**config.mk**
```make
export PLATFORM = sky130hd
export DESIGN_NAME = gpo_chan
export DESIGN_NICKNAME = d
export VERILOG_FILES = /design/src/rtl/gpo_chan_pkg.sv /design/src/rtl/gpo_span.sv /design/src/rtl/gpo_timing_ctrl.sv /design/src/rtl/gpo_out_path.sv /design/src/rtl/gpo_chan.sv
export SDC_FILE = /design/constraint.sdc
export NUM_CORES = 1
export LEC_CHECK = 0
export BUFFER_PORTS_ARGS = -buffer_cell sky130_fd_sc_hd__buf_2
export CORE_MARGIN = 2
export CORE_UTILIZATION = 53
export DETAILED_ROUTE_END_ITERATION = 6
export GPL_ROUTABILITY_DRIVEN = 0
export HOLD_SLACK_MARGIN = 0.1
export MAX_ROUTING_LAYER = met4
export PLACE_DENSITY_LB_ADDON = 0.15
export SLEW_MARGIN = 20
export SYNTH_ARGS = -nofsm -noshare
export SYNTH_HDL_FRONTEND = slang
export SYNTH_SLANG_ARGS = --single-unit
```
**constraint.sdc**
```tcl
create_clock -name clk -period 3.02 [get_ports clk]
set_input_delay 0.604 -clock clk [delete_from_list [all_inputs] [get_ports clk]]
set_output_delay 0.604 -clock clk [all_outputs]
set_load 0.1 [all_outputs]
```
**src/rtl/gpo_chan_pkg.sv**
```systemverilog
package gpo_chan_pkg;

  typedef enum logic [1:0] {
    MIX_OWN = 2'b00,
    MIX_AND = 2'b01,
    MIX_OR  = 2'b10,
    MIX_ALT = 2'b11
  } mix_e;

  // strobes from the timing control to the output datapath
  typedef struct packed {
    logic gated;    // window intersection this cycle
    logic rise;     // first cycle of a new pulse
    logic usePrev;  // frame-alternation selects neighbour
    logic enable;   // activation delay elapsed
  } strobes_t;

endpackage

```
**src/rtl/gpo_span.sv**
```systemverilog
module gpo_span #(
  parameter int W = 11
) (
  input  logic [W-1:0] pos,
  input  logic [W-1:0] start,
  input  logic [W-1:0] len,
  output logic         inWin
);
  localparam int SW = W + 1;

  logic [SW-1:0] stop;

  always_comb begin
    stop  = {1'b0, start} + {1'b0, len};
    inWin = (len == '0) || ((pos >= start) && ({1'b0, pos} < stop));
  end
endmodule

```
**src/rtl/gpo_timing_ctrl.sv**
```systemverilog
module gpo_timing_ctrl
  import gpo_chan_pkg::*;
#(
  parameter int CNT_W = 11,
  parameter int MAX_DLY = 4
) (
  input  logic             clk,
  input  logic             rst_n,
  input  logic [CNT_W-1:0] lineCnt,
  input  logic [CNT_W-1:0] pixCnt,
  input  logic             frameStart,
  input  logic             cfgDone,
  input  logic [CNT_W-1:0] hStart,
  input  logic [CNT_W-1:0] hDur,
  input  logic [CNT_W-1:0] vStart,
  input  logic [CNT_W-1:0] vDur,
  input  logic [1:0]       delaySel,
  output strobes_t         st
);
  localparam int DW = $clog2(MAX_DLY + 1);
  localparam int AXES = 2;

  logic [CNT_W-1:0] posArr   [AXES];
  logic [CNT_W-1:0] startArr [AXES];
  logic [CNT_W-1:0] lenArr   [AXES];
  logic [AXES-1:0]  winHit;

  always_comb begin
    posArr[0] = pixCnt;  startArr[0] = hStart; lenArr[0] = hDur;
    posArr[1] = lineCnt; startArr[1] = vStart; lenArr[1] = vDur;
  end

  for (genvar a = 0; a < AXES; a++) begin : g_axis
    gpo_span #(.W(CNT_W)) u_span (
      .pos  (posArr[a]),
      .start(startArr[a]),
      .len  (lenArr[a]),
      .inWin(winHit[a])
    );
  end

  logic          allZero;
  logic          gatedQ;
  logic          altQ, altN;
  logic [DW-1:0] vsCnt, vsCntN;

  always_comb begin
    allZero = (hStart == '0) && (hDur == '0) && (vStart == '0) && (vDur == '0);
    st.gated = !allZero && (&winHit);
    st.rise  = st.gated && !gatedQ;
    altN     = altQ ^ frameStart;
    st.usePrev = altN;
    if (!cfgDone)
      vsCntN = '0;
    else if (frameStart && (vsCnt != DW'(MAX_DLY)))
      vsCntN = vsCnt + 1'b1;
    else
      vsCntN = vsCnt;
    st.enable = cfgDone && (vsCntN > DW'(delaySel));
  end

  always_ff @(posedge clk or negedge rst_n) begin
    if (!rst_n) begin
      gatedQ <= 1'b0;
      altQ   <= 1'b0;
      vsCnt  <= '0;
    end else begin
      gatedQ <= st.gated;
      altQ   <= altN;
      vsCnt  <= vsCntN;
    end
  end
endmodule

```
**src/rtl/gpo_out_path.sv**
```systemverilog
module gpo_out_path
  import gpo_chan_pkg::*;
(
  input  logic     clk,
  input  logic     rst_n,
  input  strobes_t st,
  input  logic     toggleEn,
  input  logic     invert,
  input  mix_e     mixSel,
  input  logic     prevOut,
  output logic     gpoOut
);
  logic tglQ, tglN;
  logic own, mixed, outN;

  always_comb begin
    tglN = tglQ ^ (st.rise && toggleEn);
    own  = toggleEn ? tglN : st.gated;
    unique case (mixSel)
      MIX_OWN: mixed = own;
      MIX_AND: mixed = own & prevOut;
      MIX_OR:  mixed = own | prevOut;
      MIX_ALT: mixed = st.usePrev ? prevOut : own;
      default: mixed = own;
    endcase
    outN = st.enable ? (mixed ^ invert) : invert;
  end

  always_ff @(posedge clk or negedge rst_n) begin
    if (!rst_n) begin
      tglQ   <= 1'b0;
      gpoOut <= 1'b0;
    end else begin
      tglQ   <= tglN;
      gpoOut <= outN;
    end
  end
endmodule

```
**src/rtl/gpo_chan.sv**
```systemverilog
module gpo_chan
  import gpo_chan_pkg::*;
#(
  parameter int CNT_W = 11
) (
  input  logic             clk,
  input  logic             rst_n,
  input  logic [CNT_W-1:0] lineCnt,
  input  logic [CNT_W-1:0] pixCnt,
  input  logic             frameStart,
  input  logic             cfgDone,
  input  logic             prevOut,
  input  logic [CNT_W-1:0] hStart,
  input  logic [CNT_W-1:0] hDur,
  input  logic [CNT_W-1:0] vStart,
  input  logic [CNT_W-1:0] vDur,
  input  logic [7:0]       ctrl,
  output logic             gpoOut
);
  strobes_t st;
  logic     unusedCtrl;

  assign unusedCtrl = ^{ctrl[7], ctrl[2]};

  gpo_timing_ctrl #(.CNT_W(CNT_W)) u_ctrl (
    .clk       (clk),
    .rst_n     (rst_n),
    .lineCnt   (lineCnt),
    .pixCnt    (pixCnt),
    .frameStart(frameStart),
    .cfgDone   (cfgDone),
    .hStart    (hStart),
    .hDur      (hDur),
    .vStart    (vStart),
    .vDur      (vDur),
    .delaySel  (ctrl[6:5]),
    .st        (st)
  );

  gpo_out_path u_path (
    .clk     (clk),
    .rst_n   (rst_n),
    .st      (st),
    .toggleEn(ctrl[1]),
    .invert  (ctrl[0]),
    .mixSel  (mix_e'(ctrl[4:3])),
    .prevOut (prevOut),
    .gpoOut  (gpoOut)
  );
endmodule

```
* After elaboration in Yosys (flattened, before gate mapping)
Index checks and enable logic that the tools add are counted.
** Storage, ports and cells
- Bits of input ports :: 79
- Logic and storage cells :: 48
- Register bits after elaboration :: 7
- Output and inout bits :: 1
** Cells by class
- Bitwise operators :: 5
- Add/subtract/negate cells :: 3
- Eq/ne operators :: 4
- Magnitude comparators :: 5
- Reductions and logical operators :: 20
- Muxes and demuxes :: 6
** Operators by type and width (count)
- logical NOT 11 bit :: 4
- adder 11 x 11 -> 12 bit :: 2
- < comparator 11 x 12 -> 1 bit :: 2
- greater-or-equal comparator 11 bit :: 2
- logical AND 1 bit :: 10
- two-way mux 3 bit :: 2
- == test 2 bit (second input constant) :: 2
- case mux 1 bit (4 select lines) :: 1
- adder 3 x 1 -> 3 bit (second input constant) :: 1
- > comparator 3 x 2 -> 1 bit :: 1
- two-way mux 1 bit :: 3
- != test 3 bit (second input constant) :: 1
- XOR 1 bit :: 3
- == test 2 x 1 -> 1 bit (second input constant) :: 1
- logical NOT 1 bit :: 2
- logical NOT 2 bit :: 1
- logical OR 1 bit :: 2
- AND reduction 2 bit :: 1
- AND 1 bit :: 1
- OR 1 bit :: 1

* Longest topological paths before layout
Gate-level depths: netlist (run 1).
- Depth after elaboration :: 14
- Gate-level depth with buffers :: 19
- Gate-level depth less buffers :: 19

* By module
A second synthesis (run 1) with hierarchy kept.
** Unflattened totals
- Cell total of the unflattened synthesis :: 311
- Area, all modules :: 2472.4 um^2
** By module, submodules not included
- gpo_span at u_ctrl.g_axis[0].u_span :: area each 975.9 um^2, sequential area each 0.0 um^2, cells each 127, times used 1
- gpo_span at u_ctrl.g_axis[1].u_span :: area each 960.9 um^2, sequential area each 0.0 um^2, cells each 125, times used 1
- gpo_timing_ctrl :: area each 414.1 um^2, sequential area each 125.1 um^2, cells each 45, times used 1
- gpo_out_path :: area each 121.4 um^2, sequential area each 50.0 um^2, cells each 14, times used 1

* Least setup slack after synthesis (run 1)
Ideal clock, no wire load.
- Path type :: input-to-reg
- From :: input hStart[0]
- To :: register u_path.gpoOut
- Data required time :: 2.934 ns
- Buffers on the path :: 0
- Arrival time :: 4.014 ns
- Cell stages on the path :: 19
- Path slack :: -1.079 ns
- Library setup time :: 0.086 ns
- Path through :: ha_1 > fa_1 > a21o_2 > a21oi_1 > o21bai_1 > a21oi_1 > o21bai_1 > a21oi_1 > nor4bb_1 > a311oi_1 > ha_1 > o21ai_0 > nor2_1 > o221a_2 > o311a_1 > o21a_1 > o31a_1 > o31a_1 > o221ai_2
** Between the ends
- Cells in the longest elaborated chain, start to end :: 14
- Elaborated cells between the ends (all ways) :: 22
- Those cells by class :: 1 x add/sub; 2 x order compare; 4 x mux; 4 x bitwise; 11 x reduce/logical
** RTL lines
- from (decl) :: line gpo_chan.sv:13 : input logic [CNT_W-1:0] hStart,
- adder 11 x 11 -> 12 bit / logical NOT 11 bit (equally long branches) :: line gpo_span.sv:14, gpo_timing_ctrl.sv:48
- < comparator 11 x 12 -> 1 bit / logical AND 1 bit (equally long branches) :: line gpo_span.sv:15, gpo_timing_ctrl.sv:48
- logical AND 1 bit, on equally long branches :: line gpo_span.sv:15, gpo_timing_ctrl.sv:48
- logical OR 1 bit / logical AND 1 bit (equally long branches) :: line gpo_span.sv:15, gpo_timing_ctrl.sv:48
- AND reduction 2 bit / logical NOT 1 bit (equally long branches) :: line gpo_timing_ctrl.sv:49 : st.gated = !allZero && (&winHit);
- logical AND 1 bit * :: line gpo_timing_ctrl.sv:49
- logical AND 1 bit :: line gpo_timing_ctrl.sv:50 : st.rise = st.gated && !gatedQ;
- logical AND 1 bit :: line gpo_out_path.sv:17 : tglN = tglQ ^ (st.rise && toggleEn);
- XOR 1 bit :: line gpo_out_path.sv:17
- two-way mux 1 bit * :: line gpo_out_path.sv:18 : own = toggleEn ? tglN : st.gated;
- two-way mux 1 bit, or another cell as far along :: line gpo_out_path.sv:23 : MIX_ALT: mixed = st.usePrev ? prevOut : own;
- case mux 1 bit (4 select lines) * :: line gpo_out_path.sv:19 : unique case (mixSel)
- XOR 1 bit * :: line gpo_out_path.sv:26 : outN = st.enable ? (mixed ^ invert) : invert;
- two-way mux 1 bit * :: line gpo_out_path.sv:26
- via u_path.outN :: line gpo_out_path.sv:14 : logic own, mixed, outN;
- to (signal assigned) :: line gpo_out_path.sv:35 : gpoOut <= outN;
- to (decl) :: line gpo_out_path.sv:11 : output logic gpoOut
The timed path passes the listed nets; every way through them passes the cells marked *.

* Worst setup path after layout (run 1)
Ends and elaborated chain as after synthesis.

==> results of run 1 <==
[worst paths after layout]
path	end	start	cells past startpoint	slack [ps]
max reg2reg	u_path.gpoOut$_DFF_PN0_	u_ctrl.vsCnt[0]$_DFF_PN0_	12	620
max in group asynchronous	u_ctrl.vsCnt[1]$_DFF_PN0_	rst_n	1	2650
max	u_path.gpoOut$_DFF_PN0_	hStart[0]	19	-970
min	u_ctrl.gatedQ$_DFF_PN0_	rst_n	1	210
min reg2reg	u_path.tglQ$_DFF_PN0_	u_path.tglQ$_DFF_PN0_	1	560
min in group clk	u_path.tglQ$_DFF_PN0_	u_path.tglQ$_DFF_PN0_	1	560
[cells in the mapped netlist, types with 2 or more instances]
cell type	count
a2111oi_0	2
a211o_1	2
a211oi_1	5
a21o_1	9
a21oi_1	26
a311oi_1	2
a31oi_1	2
and3_1	2
dfrtp_1	7
fa_1	2
ha_1	68
inv_1	39
nand2_1	13
nand2b_1	4
nand3_1	7
nand3b_1	2
nand4_1	2
nor2_1	16
nor2b_1	3
nor3_1	8
nor4_1	10
nor4bb_1	2
o211ai_1	8
o21a_1	4
o21ai_0	14
o21bai_1	6
o31a_1	4
or4_1	2
xnor2_1	10
xor2_1	7
[power groups by stage]
stage	Clock (W)	Combinational, W	Sequential (W)
detailed placement	0	0.000705	0.000133
floorplan	0	0.000406	0.000148
global placement	0	0.000673	0.000131
finish	0.000132	0.000749	0.000134
global route	0.000139	0.000836	0.000135
CTS	0.000134	0.000739	0.000133
[cell families after synthesis]
logic type	Yosys count
and+or+nand+nor	77
AOI/OAI and AO/OA	96
DFF	7
buffers and inverters	39
xor gates and xnor gates	17
adders and majority gates	70
[cell type report]
class | instances | area share
clock buffer | 4 | 0.0124
inverter | 39 | 0.0403
multi-input combinational | 260 | 0.607
sequential | 7 | 0.0482
tap | 52 | 0.0179
timing repair buffer | 156 | 0.274
[layer usage]
metal  GRT usage  share of wire
met4      0.0671          0.021
met2       0.524           0.50
met3      0.0347          0.047
met1       0.333           0.43
met5           -              0
[metrics by stage]
stage	TNS, ps	hold WS [ps]
after floorplan	-1910	308
after global placement	-2960	444
after detailed placement	-3360	451
after CTS	-2190	210
after global routing	-3030	215
final	-2550	209
[state kept, by name (all words and copies together) (netlist names)]
name	flops
u_ctrl.altQ	1
u_ctrl.gatedQ	1
u_ctrl.vsCnt	3
u_path.gpoOut	1
u_path.tglQ	1
[timing repair]
item | 4_1_cts | 5_1_grt
pin swaps | 7 | 2
gates resized for setup | 15 | 0
setup buffers | 4 | 2
endpoints found under the setup margin | 3 | 3
==> metrics.cfg, run 1 <==
[timing]
max_slew_margin = 0.680
setup_slack_ps = -975
period_needed_ps = 3990
fmax_mhz = 250
setup_viol = 3
rsz0062_at_grt = yes
clock_skew_ps = 2.18
tightest_slew_ps = 483
finalHoldViolations = 0
report.final.slew_viol_count = 0
fin_crit_sh = 1.32

[grt]
grt_usage = 0.286
grt_pass1_wl_mm = 11.7
antenna_found_initial = 0
grt_start_max_net_pins = 8
grt_pass1_vias = 2918
overflow = 0

[layout]
multi_input_area_sq_um = 2210
fillerInstances = 291
finalInstanceArea_sq_um = 3630
mostFrequentLayoutCells = 79 x buf_4, 75 x buf_2, 65 x ha_1
nNetsFinal = 616
layout.cells.non_filler = 518
seqCellArea_sq_um = 175
final_core_util = 0.823
diodes = 0
area_growth_pct = 48.5
final_common_cell = buf_4
layout-drive-gt1-share = 0.395

[critical_path]
crit_family = compound AO/OA/AOI/OAI gates
worstPathArrival_ps = 4140
crit_top_cell = a21oi_2
crit_buf_inv = 1
critPathKind = primary input to flip-flop
slowest_stage = fa_2
critPathMaxFanout = 3
path_cells = buf_8, ha_4, fa_2, a21o_2, a21oi_2, o21bai_1, a21oi_2, o21bai_1, a21oi_2, nor4bb_1, a311oi_1, ha_1, a211oi_2, o211ai_1, o311a_1, o21a_1, o31a_1, o31a_1, o221ai_2
endpoint_kind = flip-flop
startpoint_type = primary input
cp.required_ps = 3160
worst_path_largest_cell_delay_ps = 330

[yosys]
synth_compound_area_frac = 0.275
synthArstFlopShare = 1.00
synth.top_cells.by_area = ha_1 35%, dfrtp_1 7.2%, inv_1 6.0%
syn_inst = 306
ys_warn_count = 0
synth-xor-area-share = 0.0608
synth_seq_cells = 7
synth_mux_area_frac = 0
synth_top_family_by_area = adder cells
avgSynthCellArea_sq_um = 8.00
ys_seq_area_frac = 0.0716
yosysTopAreaCellShare = 0.348
synthSimpleGateAreaFrac = 0.169
synth_ff_type = dfrtp_1
synth_top_area_cell = ha_1
synthAdderAreaFrac = 0.364
syn_area_sq_um = 2450
synth_nets = 455
synth_edf_count = 0
ys_types = 48

[clock_network]
cts_tree = done
ctsHoldBuffers = 0
htreeDepth = 1
cts_buffers = 3
cts.sinks = 7
clock_tree.root_cell = clkbuf_8
clk_pin_slew_worst_paths_ps = 40
cts_max_path_buffers = 2
insertion_delay_ps = 230

[power_and_ir_drop]
powerDensity_nw_per_um2 = 279
intPower_w = 0.000587
leakagePower_nw = 1.97
p_sw_frac = 0.421
p_switching_w = 0.000427
pwr-share-clk = 0.130
seq_power_share = 0.132
power_frac_comb = 0.738
vdd_drop_max_mv = 0.492
fin_total_pwr_w = 0.00101

[floorplan]
io_pins = 80
die-area_sq_um = 5180
die_w_microns = 72.0
row_count = 24
core-area_sq_um = 4410
initial_utilization = 0.554
die_h_microns = 72.0

[drt]
postRouteAntennaNets = 0
wl_mm = 7.13
drc = 0
firstDrtPassIters = 4
wl_per_cell_microns = 13.8
num_vias = 2911
drt-vias-per-instance = 5.62
dr.first_iter.drc_count = 177

[placement]
placed_area_sq_um = 3480
dpl.hpwl_mm = 6.28
place_ws_ps = -1290
dpl.cell_count = 508
portBuffers = 77

[outcome]
violations = setup timing
run_status = finished with violations

[hold_path]
hold_path.class = primary input to async pin

[job]
maxCapViolCount = 0

(Power assumes the default switching activity.)
==> run 2: changes to the inputs <==
--- a/config.mk
+++ b/config.mk
@@ -6,8 +6,10 @@
 export NUM_CORES = 1
 export LEC_CHECK = 0
 export BUFFER_PORTS_ARGS = -buffer_cell sky130_fd_sc_hd__buf_2
+export CELL_PAD_IN_SITES_DETAIL_PLACEMENT = 1
+export CELL_PAD_IN_SITES_GLOBAL_PLACEMENT = 1
 export CORE_MARGIN = 2
-export CORE_UTILIZATION = 53
+export CORE_UTILIZATION = 38
 export DETAILED_ROUTE_END_ITERATION = 6
 export GPL_ROUTABILITY_DRIVEN = 0
 export HOLD_SLACK_MARGIN = 0.1
==> run 2 against run 1 <==
The flow still finishes with violations (setup timing). Combinational power is 12% higher. Critical path type unchanged. Final cell count is 6.8% higher. Highest routed layer unchanged. Clock power hardly changed. Routed wire length is 36% higher. Register-to-register slack hardly changed. Via count is 4.5% higher. First-iteration DRC count is 47% lower. Global-route usage is 2.0 points lower. Largest power group unchanged. Design area is 5.1% higher. Utilization is 21 points lower. Sequential share of layout area is 0.23 points lower.
==> metrics.cfg, run 2 (synthesis gave the netlist of run 1 again) <==
[layout]
regMostFlops = u_ctrl.vsCnt
final_common_cell = buf_4
mostFrequentLayoutCells = 88 x buf_4, 73 x buf_2, 64 x ha_1
final_core_util = 0.608
fillerInstances = 794
area_growth_pct = 56.0
nNetsFinal = 625
layout-drive-gt1-share = 0.417
largest_reg_flops = 3

[critical_path]
path_cells = buf_8, ha_4, fa_2, a21o_2, a21oi_2, o21bai_1, a21oi_2, o21bai_1, a21oi_2, nor4bb_1, a311oi_1, ha_1, o21ai_1, nor2_1, o221a_2, o311a_1, o21a_4, o31a_1, o31a_1, o221ai_2
worstRegToRegCells = 12
crit_cells = 20
reg2reg_from = u_ctrl.vsCnt[0]$_DFF_PN0_
critPathMaxFanout = 3
crit_family = compound AO/OA/AOI/OAI gates
slowest_stage = fa_2
startpoint = hStart[0]
crit_top_cell = a21oi_2
crit_buf_inv = 1
endpoint_kind = flip-flop
worst_path_largest_cell_delay_ps = 340
cp.required_ps = 3160
critPathKind = primary input to flip-flop
worstPathArrival_ps = 4340
startpoint_type = primary input

[timing]
rsz0062_at_grt = yes
setup_slack_ps = -1180
fin_crit_sh = 1.39
fmax_mhz = 238
max_slew_margin = 0.627
clock_skew_ps = 0.598
period_needed_ps = 4200
report.final.slew_viol_count = 0
setup_viol = 3
finalSetupTns_ps = -3010
finalHoldViolations = 0
tightest_slew_ps = 555

[drt]
firstDrtPassIters = 4
dr.first_iter.drc_count = 94
num_vias = 3041
wl_mm = 9.67
drt-vias-per-instance = 5.50
wl_per_cell_microns = 17.5
postRouteAntennaNets = 0
drc = 0

[power_and_ir_drop]
leakagePower_nw = 2.03
power_frac_comb = 0.759
p_switching_w = 0.000482
vdd_drop_max_mv = 0.317
powerDensity_nw_per_um2 = 288
pwr-share-clk = 0.120
fin_total_pwr_w = 0.00110
p_sw_frac = 0.438
intPower_w = 0.000619
seq_power_share = 0.120

[clock_network]
cts_max_path_buffers = 2
cts_tree = done
clock_tree.root_cell = clkbuf_8
ctsHoldBuffers = 0
cts.sinks = 7
cts_buffers = 3
clk_pin_slew_worst_paths_ps = 40
insertion_delay_ps = 220
htreeDepth = 1

[job]
maxCapViolCount = 0

[floorplan]
die_w_microns = 84.3
row_count = 29
io_pins = 80
die_h_microns = 84.3
core-area_sq_um = 6280
die-area_sq_um = 7100
initial_utilization = 0.390

[outcome]
run_status = finished with violations
violations = setup timing

[grt]
grt_pass1_wl_mm = 15.2
overflow = 0
grt_start_max_net_pins = 8
grt_pass1_vias = 3393
grt_usage = 0.267
antenna_found_initial = 1

[hold_path]
hold_path.class = primary input to async pin

[placement]
dpl.hpwl_mm = 7.96
portBuffers = 77

run 2: cell count changes in the layout (fill, tap and decap cells not counted), sizes merged:
cell   before  now
buf       156  165
diode       0    1
run 2: area by class of cell:
| type | instances | area [sq um] | area share |
|---|---|---|---|
| timing repair buffer | 165 | 1070 | 0.282 |
| inverter | 39 | 146 | 0.0383 |
| sequential | 7 | 175 | 0.0459 |
| tap | 77 | 96.3 | 0.0252 |
| antenna | 1 | 2.50 | 0.000656 |
| clock buffer | 4 | 45.0 | 0.0118 |
| multi-input combinational | 260 | 2280 | 0.597 |
run 2: final timing paths:
| check | end | slack, ps |
|---|---|---|
| setup reg to reg | u_path.gpoOut$_DFF_PN0_ | 610 |
| hold reg to reg | u_path.tglQ$_DFF_PN0_ | 530 |
| max in group asynchronous | u_ctrl.vsCnt[1]$_DFF_PN0_ | 2640 |
| setup / recovery | u_path.gpoOut$_DFF_PN0_ | -1180 |
| hold / removal | u_ctrl.altQ$_DFF_PN0_ | 210 |
| min in group clk | u_path.tglQ$_DFF_PN0_ | 530 |
run 2: timing repair:
item,4_1_cts,5_1_grt
setup endpoints to repair,3,3
resized for setup,14,17
pin swaps,11,17
buffers inserted,6,2
run 2: power by group through the flow:
stage	combinational (W)	sequential (W)	clock, W
after floorplan	0.000406	0.000148	0
after global placement	0.000699	0.000131	0
after detailed placement	0.000742	0.000132	0
after CTS	0.000779	0.000131	0.000136
after global routing	0.000922	0.000134	0.000139
final	0.000836	0.000132	0.000132
run 2: metal layers:
layer | wire [microns] | GRT usage
met5 | 0 | -
met4 | 245 | 0.0733
met3 | 388 | 0.0216
met2 | 5090 | 0.500
met1 | 3940 | 0.301
run 2: stage by stage:
| stage | hold slack, ps | worst slack [ps] | instances | instance area [sq um] |
|---|---|---|---|---|
| finish | 214 | -1180 | 553 | 3820 |
| floorplan | 308 | -841 | 306 | 2490 |
| detailed placement | 453 | -1330 | 541 | 3580 |
| global route | 223 | -1310 | 553 | 3820 |
| CTS | 211 | -951 | 550 | 3710 |
| global placement | 448 | -1070 | 541 | 3580 |
==> run 3: changes to the inputs <==
--- a/config.mk
+++ b/config.mk
@@ -5,11 +5,12 @@
 export SDC_FILE = /design/constraint.sdc
 export NUM_CORES = 1
 export LEC_CHECK = 0
+export ABC_AREA = 1
 export BUFFER_PORTS_ARGS = -buffer_cell sky130_fd_sc_hd__buf_2
 export CELL_PAD_IN_SITES_DETAIL_PLACEMENT = 1
 export CELL_PAD_IN_SITES_GLOBAL_PLACEMENT = 1
 export CORE_MARGIN = 2
-export CORE_UTILIZATION = 38
+export CORE_UTILIZATION = 36
 export DETAILED_ROUTE_END_ITERATION = 6
 export GPL_ROUTABILITY_DRIVEN = 0
 export HOLD_SLACK_MARGIN = 0.1
==> run 3 against run 2 <==
Sequential cell count did not move. Setup slack improved by 760 ps. The run still ends with setup timing left. Area after synthesis increased by 2.6%. Final cell count up 6.5%.
==> metrics.cfg, run 3 <==
[outcome]
run_status = finished with violations
violations = setup timing

[grt]
grt_start_max_net_pins = 8
grt_pass1_wl_mm = 13.8
antenna_found_initial = 0
grt_usage = 0.230
grt_pass1_vias = 3290
overflow = 0

[layout]
final_common_cell = buf_2
regMostFlops = u_ctrl.vsCnt
finalInstanceArea_sq_um = 3590
fillerInstances = 921
area_growth_pct = 43.0
diodes = 0
largest_reg_flops = 3
final_core_util = 0.531
layout-drive-gt1-share = 0.342
mostFrequentLayoutCells = 73 x buf_2, 67 x nand2_1, 66 x ha_1
nNetsFinal = 659

[hold_path]
hold_path.class = primary input to async pin

[yosys]
ys_warn_count = 0
syn_inst = 371
synth_seq_cells = 7
ys_seq_area_frac = 0.0698
synth_common_cells = 73 x nand2_1, 68 x ha_1, 62 x inv_1
synth_top_area_cell = ha_1
yosysMostFrequentCell = nand2_1
avgSynthCellArea_sq_um = 6.77
ys_types = 32
syn_area_sq_um = 2510
synthArstFlopShare = 1.00
synth_edf_count = 0
synth.top_cells.by_area = ha_1 34%, nand2_1 11%, inv_1 9.3%
synth_nets = 520
yosysTopAreaCellShare = 0.339
synth_ff_type = dfrtp_1

[timing]
setup_viol = 3
finalHoldViolations = 0
clock_skew_ps = 1.54
period_needed_ps = 3440
max_slew_margin = 0.680
report.final.slew_viol_count = 0
hold_slack_ps = 195
setup_slack_ps = -417
tightest_slew_ps = 484
rsz0062_at_grt = yes
fin_crit_sh = 1.14
fmax_mhz = 291

[power_and_ir_drop]
p_sw_frac = 0.442
seq_power_share = 0.123
intPower_w = 0.000536
vdd_drop_max_mv = 0.0944
leakagePower_nw = 2.05
power_frac_comb = 0.737
fin_total_pwr_w = 0.000959
powerDensity_nw_per_um2 = 267
pwr-share-clk = 0.140
p_switching_w = 0.000424

[critical_path]
critPathKind = primary input to flip-flop
critPathMaxFanout = 3
worstPathArrival_ps = 3560
worstRegToRegCells = 14
reg2reg_slack_ps = 750
reg2reg_from = u_ctrl.vsCnt[0]$_DFF_PN0_
startpoint_type = primary input
endpoint_kind = flip-flop
r2r_end = u_path.gpoOut$_DFF_PN0_
cp.required_ps = 3140

[drt]
num_vias = 2963
postRouteAntennaNets = 0
wl_per_cell_microns = 13.6
dr.first_iter.drc_count = 30
drt-vias-per-instance = 5.03
firstDrtPassIters = 4
drc = 0
wl_mm = 7.98

[clock_network]
cts_buffers = 3
cts_tree = done
cts_max_path_buffers = 2
clk_pin_slew_worst_paths_ps = 40
htreeDepth = 1
cts.sinks = 7
insertion_delay_ps = 230
clock_tree.root_cell = clkbuf_8

[floorplan]
core-area_sq_um = 6760
row_count = 30
die-area_sq_um = 7660
die_w_microns = 87.5
initial_utilization = 0.371
io_pins = 80
die_h_microns = 87.5

[placement]
placed_area_sq_um = 3420
dpl.hpwl_mm = 7.32
place_ws_ps = -733
portBuffers = 77

[job]
maxCapViolCount = 0

## run 3: worst max-delay path by stage
stage | startpoint | to | slack, ps | cells past startpoint
after floorplan | hStart[0] | u_path.gpoOut$_DFF_PN0_ | -310 | 26
after detailed placement | vStart[0] | u_path.gpoOut$_DFF_PN0_ | -730 | 26
final | vStart[0] | u_path.gpoOut$_DFF_PN0_ | -420 | 26
after global placement | hDur[0] | u_path.gpoOut$_DFF_PN0_ | -570 | 27
after global routing | hStart[0] | u_path.gpoOut$_DFF_PN0_ | -760 | 27
after CTS | vStart[0] | u_path.gpoOut$_DFF_PN0_ | -420 | 27
## run 3: layer usage
layer	global-route usage	wire length, microns	vias up
met5	-	0	-
met1	0.250	3290	1378
met3	0.00948	139	14
met2	0.448	4360	52
li1	-	-	1519
met4	0.0657	190	0
## run 3: final cells by class
cell class / count / area [sq um] / share of cell area
flip-flops and latches: 7 / 175 / 0.0488
clock buffers: 4 / 45.0 / 0.0125
repair buffers: 134 / 846 / 0.236
multi-input cells: 300 / 2180 / 0.608
well taps: 80 / 100 / 0.0279
inverters: 64 / 240 / 0.0669
## run 3: repair_timing
item                       4_1_cts  5_1_grt
hold buffers                     0        0
resized for setup               13       12
buffers inserted                 4        3
pin swaps                       11       13
setup endpoints to repair        3        3
## run 3: worst max-delay path: stages
cell,delay [ps]
buf_8,100
ha_4,150
fa_2,350
nand3_2,80
nand2_2,70
a21oi_2,120
o21bai_1,90
a21oi_1,160
o21bai_1,110
nand2_1,60
nand2_1,60
a21oi_2,150
xor2_1,190
ha_1,260
inv_1,80
nor2_1,50
o21bai_1,130
nand3_1,100
nand2_2,100
nand4_1,130
nand3_1,120
nand2_2,70
nand2_2,50
nand2_1,50
nand2_1,60
inv_1,40
## run 3: metrics by stage
stage               std cells  TNS [ps]
finish                    589      -759
global route              589     -1640
CTS                       587      -654
detailed placement        580     -1540
global placement          580     -1100
floorplan                 371      -382
## run 3: kinds of logic after synthesis
family | synth area share
AOI/OAI and AO/OA | 0.156
DFF | 0.0698
and+or+nand+nor | 0.261
buffers and inverters | 0.0957
xor gates and xnor gates | 0.0628
adders and majority gates | 0.355
## run 3: power groups by stage
| stage | Clock, W | Sequential (W) | Combinational [W] |
|---|---|---|---|
| 2_1_floorplan | 0 | 0.000127 | 0.000394 |
| 5_1_grt | 0.000142 | 0.000120 | 0.000810 |
| 6_report | 0.000134 | 0.000118 | 0.000707 |
| 3_3_place_gp | 0 | 0.000118 | 0.000635 |
| 3_5_place_dp | 0 | 0.000118 | 0.000670 |
| 4_1_cts | 0.000137 | 0.000118 | 0.000692 |
